`config.mk`:
```
export PLATFORM = sky130hd
export DESIGN_NAME = freq_gate_gen
export DESIGN_NICKNAME = d
export VERILOG_FILES = /design/src/rtl/fgg_pkg.sv /design/src/rtl/fgg_div.sv /design/src/rtl/fgg_seq.sv /design/src/rtl/freq_gate_gen.sv
export SDC_FILE = /design/constraint.sdc
export NUM_CORES = 1
export LEC_CHECK = 0
export BUFFER_PORTS_ARGS = -buffer_cell sky130_fd_sc_hd__buf_2
export CORE_MARGIN = 2
export CORE_UTILIZATION = 50
export CTS_CLUSTER_DIAMETER = 60
export CTS_CLUSTER_SIZE = 24
export DETAILED_ROUTE_END_ITERATION = 6
export HOLD_SLACK_MARGIN = 0.08
export PLACE_DENSITY = 0.66
export SYNTH_ARGS = -nofsm -noshare
export SYNTH_HDL_FRONTEND = slang
export SYNTH_SLANG_ARGS = --single-unit
```
`constraint.sdc`:
```
create_clock -name clk -period 4.9 [get_ports clk]
set_input_delay 0.98 -clock clk [delete_from_list [all_inputs] [get_ports clk]]
set_output_delay 0.98 -clock clk [all_outputs]
set_load 0.02 [all_outputs]
```
`src/rtl/fgg_pkg.sv`:
```
package fgg_pkg;

    localparam int RATIO_W = 7;

    typedef logic [RATIO_W-1:0] ratio_t;

    typedef struct packed {
        ratio_t ratio;     // test cycles per gate period
        ratio_t high_len;  // test cycles with gate high
    } period_cfg_t;

    function automatic logic [3:0] clamp_digit(input logic [3:0] d);
        return (d > 4'd9) ? 4'd9 : d;
    endfunction

    function automatic period_cfg_t make_cfg(input logic [3:0] tens, input logic [3:0] ones);
        period_cfg_t c;
        c.ratio    = ratio_t'(clamp_digit(tens)) * ratio_t'(10) + ratio_t'(clamp_digit(ones));
        c.high_len = (c.ratio + ratio_t'(1)) >> 1;
        return c;
    endfunction

endpackage

```
`src/rtl/fgg_div.sv`:
```
module fgg_div #(
    parameter int DIV = 4
) (
    input  logic clk,
    input  logic rst,
    output logic test_q,
    output logic rise
);
    localparam int HALF = DIV / 2;
    localparam int CW   = (DIV > 2) ? $clog2(DIV) : 1;

    logic [CW-1:0] cnt;

    assign rise = (cnt == CW'(DIV - 1));

    always_ff @(posedge clk) begin
        if (rst) begin
            cnt    <= '0;
            test_q <= 1'b0;
        end else begin
            cnt <= rise ? '0 : cnt + CW'(1);
            if (rise)
                test_q <= 1'b1;
            else if (cnt == CW'(HALF - 1))
                test_q <= 1'b0;
        end
    end
endmodule

```
`src/rtl/fgg_seq.sv`:
```
module fgg_seq
    import fgg_pkg::*;
(
    input  logic       clk,
    input  logic       rst,
    input  logic       rise,
    input  logic [3:0] tens_bcd,
    input  logic [3:0] ones_bcd,
    output logic       gate_q,
    output ratio_t     ratio_act
);
    period_cfg_t cfg, nxt;
    ratio_t      pos;
    logic        start;

    assign nxt       = make_cfg(tens_bcd, ones_bcd);
    assign start     = (cfg.ratio == '0) || (pos == cfg.ratio - ratio_t'(1));
    assign ratio_act = cfg.ratio;

    always_ff @(posedge clk) begin
        if (rst) begin
            cfg    <= '0;
            pos    <= '0;
            gate_q <= 1'b0;
        end else if (rise) begin
            if (start) begin
                cfg    <= nxt;
                pos    <= '0;
                gate_q <= (nxt.ratio != '0);
            end else begin
                pos    <= pos + ratio_t'(1);
                gate_q <= (pos + ratio_t'(1)) < cfg.high_len;
            end
        end
    end
endmodule

```
`src/rtl/freq_gate_gen.sv`:
```
module freq_gate_gen
    import fgg_pkg::*;
#(
    parameter int DIV = 4
) (
    input  logic       clk,
    input  logic       rst,
    input  logic [3:0] tens_bcd,
    input  logic [3:0] ones_bcd,
    output logic       test_sig,
    output logic       gate
);
    logic   rise;
    ratio_t active_ratio;

    fgg_div #(.DIV(DIV)) u_div (
        .clk    (clk),
        .rst    (rst),
        .test_q (test_sig),
        .rise   (rise)
    );

    fgg_seq u_seq (
        .clk       (clk),
        .rst       (rst),
        .rise      (rise),
        .tens_bcd  (tens_bcd),
        .ones_bcd  (ones_bcd),
        .gate_q    (gate),
        .ratio_act (active_ratio)
    );
endmodule

```
# Word-level counts from Yosys, hierarchy flattened
# Cells that the tools add are included.
# op_classes
n_reduce_logical	6
eq_ne	3
mul	1
magnitude_cmp	3
n_mux	6
add_sub_neg	5
# ops
op	n
$add A7 B1 Y7 const B	2
$gt A4 B4 Y1 const B	2
$mux W4	2
$add A7 B4 Y7	1
$eq A7 B7 Y1	1
$logic_not A7 Y1	1
$lt A7 B6 Y1	1
$mux W7	1
$reduce_bool A7 Y1	1
$sub A7 B1 Y7 const B	1
$mul A4 B3 Y6 const B	1
$mux W1	3
$add A2 B1 Y2 const B	1
$eq A2 B1 Y1 const B	1
$eq A2 B2 Y1 const B	1
$reduce_and A2 Y1	1
$reduce_bool A2 Y1	1
$reduce_or A2 Y1	1
$logic_or A1 B1 Y1	1
# word_totals
ff_bits	24
output_inout_bits	2
word_cells	30

# Logic depth before layout (Yosys ltp)
# logic_depth
ltp_word	6
mapped_depth	11
depth_no_buf	11

# Cells and area by module
# A second synthesis with hierarchy kept.
# hier_totals
hier_cells	235
hier_area_um2	2015.7
# modules_own_cells
mod	area_each_um2	seq_area_each_um2	n_inst	cells_each
fgg_seq	1898.1	420.4	1	224
fgg_div	117.6	60.1	1	11

# Worst setup path after synthesis
# Ideal clock, no wire load.
# synth_timing
kind	input port to flip-flop
startpoint	in tens_bcd[1]
endpoint	reg u_seq.gate_q
stages	10
setup_time_ns	0.139
required_time_ns	4.761
path_slack_ns	1.881
t_arrival_ns	2.880
path_cell_list	o21ai_0 nand2b_1 ha_1 ha_1 nor2b_1 o21ai_0 xor2_1 nor4b_1 a21o_1 a311oi_2
# synth_between
elab_chain_cells	6
# synth_rtl
element	line_no	rtl
from (decl)	freq_gate_gen.sv:8	input logic [3:0] tens_bcd,
$gt A4 B4 Y1	fgg_pkg.sv:13	return (d > 4'd9) ? 4'd9 : d;
$mux W4 (*)	fgg_pkg.sv:13	
$mul A4 B3 Y6 (*)	fgg_pkg.sv:18	c.ratio = ratio_t'(clamp_digit(tens)) * ratio_t'(10) + ratio_t'(clamp_digit(ones));
$add A7 B4 Y7 (*)	fgg_pkg.sv:18	
$reduce_bool A7 Y1 (*)	fgg_seq.sv:29	gate_q <= (nxt.ratio != '0);
$mux W1 (*)	fgg_seq.sv:26	if (start) begin
to (signal assigned)	fgg_seq.sv:29	
to (signal assigned)	fgg_seq.sv:32	gate_q <= (pos + ratio_t'(1)) < cfg.high_len;
to (decl)	fgg_seq.sv:9	output logic gate_q,
# Every way passes the cells marked *; elsewhere a longest branch is shown, timed or not.
# A chain may end at the register's enable or synchronous reset.

# Final worst setup path
# Ends and elaborated chain as after synthesis.

==> out/results.ini <==
[run_status]
outcome = completed

[sta]
finClkSkew_ns = 0.00755
hold_viol = 0
max_freq_ghz = 0.309
slew_viol_final = 0
setup_viol = 0
tightest_slew_ns = 0.966
period_share_pct = 66.1
setup_tns_ns = 0
timing.final.crit_period_ns = 3.24
rsz0062_at_grt = no
maxSlewHeadroom_pct = 35.6

[die]
die_y_um = 62.8
ios = 12
start_util_pct = 51.8
die_w_um = 62.8
core-area_sq_um = 3340
rows = 21
dieArea_sq_um = 3940

[pwr]
power_density_nw_per_um2 = 275
irDropWorstVdd_uv = 127
leakage_uw = 0.000754

[clock_network]
htree_num_levels = 1
cts_tree = built
clockBufferDepth = 2
cts_sinks = 24
cts_resized = 0
post_cts_buffers = 0
cts_buffers = 3
clock_latency_ns = 0.32
hold_buffers = 0
clkTransAtPathRegs_ns = 0.14
cts_root_buf = clkbuf_4

[worst_setup_path]
required_ns = 5.10
crit_chain = buf_2, o21ai_0, nand2b_1, ha_1, ha_1, nor2b_1, o21ai_0, xor2_1, nor4b_1, a21o_1, a311oi_2
worstPathMaxFanout = 5
critical_path.top_delay_family = compound AO/OA/AOI/OAI gates
end_kind = flip-flop
critical_path_class = in2reg
crit_path_max_incr_delay_ns = 0.36
critPathLaunchType = input port
worstSetupStartpoint = tens_bcd[1]
slowest_stage = xor2_1
arrival_ns = 3.44
reg2reg_from = u_seq.ratio_act[0]
crit_buf_inv = 1

[routing]
drcViolationCount = 0
via_per_inst = 5.51
wl_um = 3500
vias = 1362
ant_nets = 0
wl_per_cell_um = 14.2
drt_pass1_iterations = 4
initialDrtViolationCount = 44

[yosys]
synth_ff_type = dfxtp_1
synth_cell_types = 42
syn_area_sq_um = 1730
synthArstFlopShare_pct = 0
ys_seq_area_share_pct = 27.8
synth_cells = 192
synth_edf_count = 0
syn_area_per_cell_sq_um = 9.00
synth_area_leaders = dfxtp_1 28%, ha_1 12%, xnor2_1 6.1%
yosys_register_bits = 24
syn_nets = 221
synth_area_leader_cell = dfxtp_1
synth_warnings = 0
netlist.area_leader.share_pct = 27.8

[global_routing]
grt.overflow.total = 0
grt_max_degree = 21
antenna_found_initial = 0
grt.total_usage_pct = 19.7
grt_pass1_vias = 1366
grt_pass1_wl_um = 6220

[placed_design]
gp_congestion = 0.858
io_buffers = 11
dp_hpwl_um = 2860

[hold_path]
min_from = u_seq.cfg[4]
hold_class = reg2reg

[finish]
nFillCells = 317
mostFrequentLayoutCell = dfxtp_1
synthToLayoutAreaGrowth_pct = 7.75
antenna_cells = 0
nets = 231
final_cell_mix = 24 x dfxtp_1, 19 x nor2_1, 17 x ha_1
postLayoutCoreUtil_pct = 55.8
drive_above_1_share_pct = 13.4

[job]
max_cap_viol_count = 0

## area by class of cell
type | count | area (sq um) | area share (%)
clock buffers | 3 | 22.5 | 1.21
clock inverters | 1 | 30.0 | 1.61
inverters | 15 | 56.3 | 3.02
multi-input cells | 147 | 1160 | 62.3
flip-flops and latches | 24 | 480 | 25.8
well taps | 46 | 57.6 | 3.09
repair buffers | 11 | 55.1 | 2.96
## metal layers
layer	up-vias	track usage [%]	routed length, um	share of wire, %
met3	10	2.52	91	2.6
met1	634	25.1	1640	47
li1	694	-	-	-
met2	24	33.2	1680	48
met5	-	0	0	0
met4	0	8.61	93	2.7
## synth_stat cells, types with 2 or more instances
library cell  instances
a211oi_1              4
a211oi_2              4
a21o_1                2
a21oi_1               6
a311oi_2              2
a32o_1                4
and2_1                3
clkbuf_1              4
dfxtp_1              24
fa_1                  2
ha_1                 17
inv_1                15
mux2i_1               6
nand2_1               6
nand2b_1              6
nand3_1               6
nor2_1               19
nor2b_1               8
nor3_1                5
o21a_1                2
o21ai_0               8
xnor2_1              12
xor2_1                8
## logic make-up after synthesis
family                     Yosys count  synth area share, %
and+or+nand+nor                     63                 20.5
adders and majority gates           19                 14.6
xor gates and xnor gates            20                 10.1
muxes                                6                 3.48
buffers and inverters               21                 5.07
AOI/OAI and AO/OA                   39                 18.4
DFF                                 24                 27.8
## path summary, 6_finish.rpt
| path | end | slack [ns] | cells past startpoint |
|---|---|---|---|
| min | u_seq.cfg[4] | 0.46 | 2 |
| min reg2reg | u_seq.cfg[4] | 0.46 | 2 |
| max | u_seq.gate_q | 1.66 | 11 |
| max reg2reg | u_seq.cfg[5] | 2.24 | 8 |
## metrics by stage
step	cells	setup slack [ns]	instance area (sq um)	power (uW)	hold slack, ns
global route	247	1.58	1860	547	0.511
floorplan	192	1.88	1730	340	0.432
finish	247	1.66	1860	513	0.463
CTS	247	1.71	1860	517	0.464
detailed placement	243	1.38	1810	373	0.446
global placement	243	1.44	1810	366	0.446
## tightest hold or removal path: cells and delay by family (launching register included)
family | cells | cell delay (ns)
flops | 1 | 0.34
compound gates | 1 | 0.05
simple gates | 1 | 0.05
## sequential cells by signal, summed over array words and instances (netlist names)
register and count:
u_div.cnt 2, u_div.test_q 1, u_seq.cfg 6, u_seq.gate_q 1, u_seq.pos 7, u_seq.ratio_act 7
## power by group
part	internal [uW]	switching [uW]
clock network	82.7	60.7
registers	205	7.93
logic	65.4	90.8
Note: power is estimated with default switching activity, not from simulation.
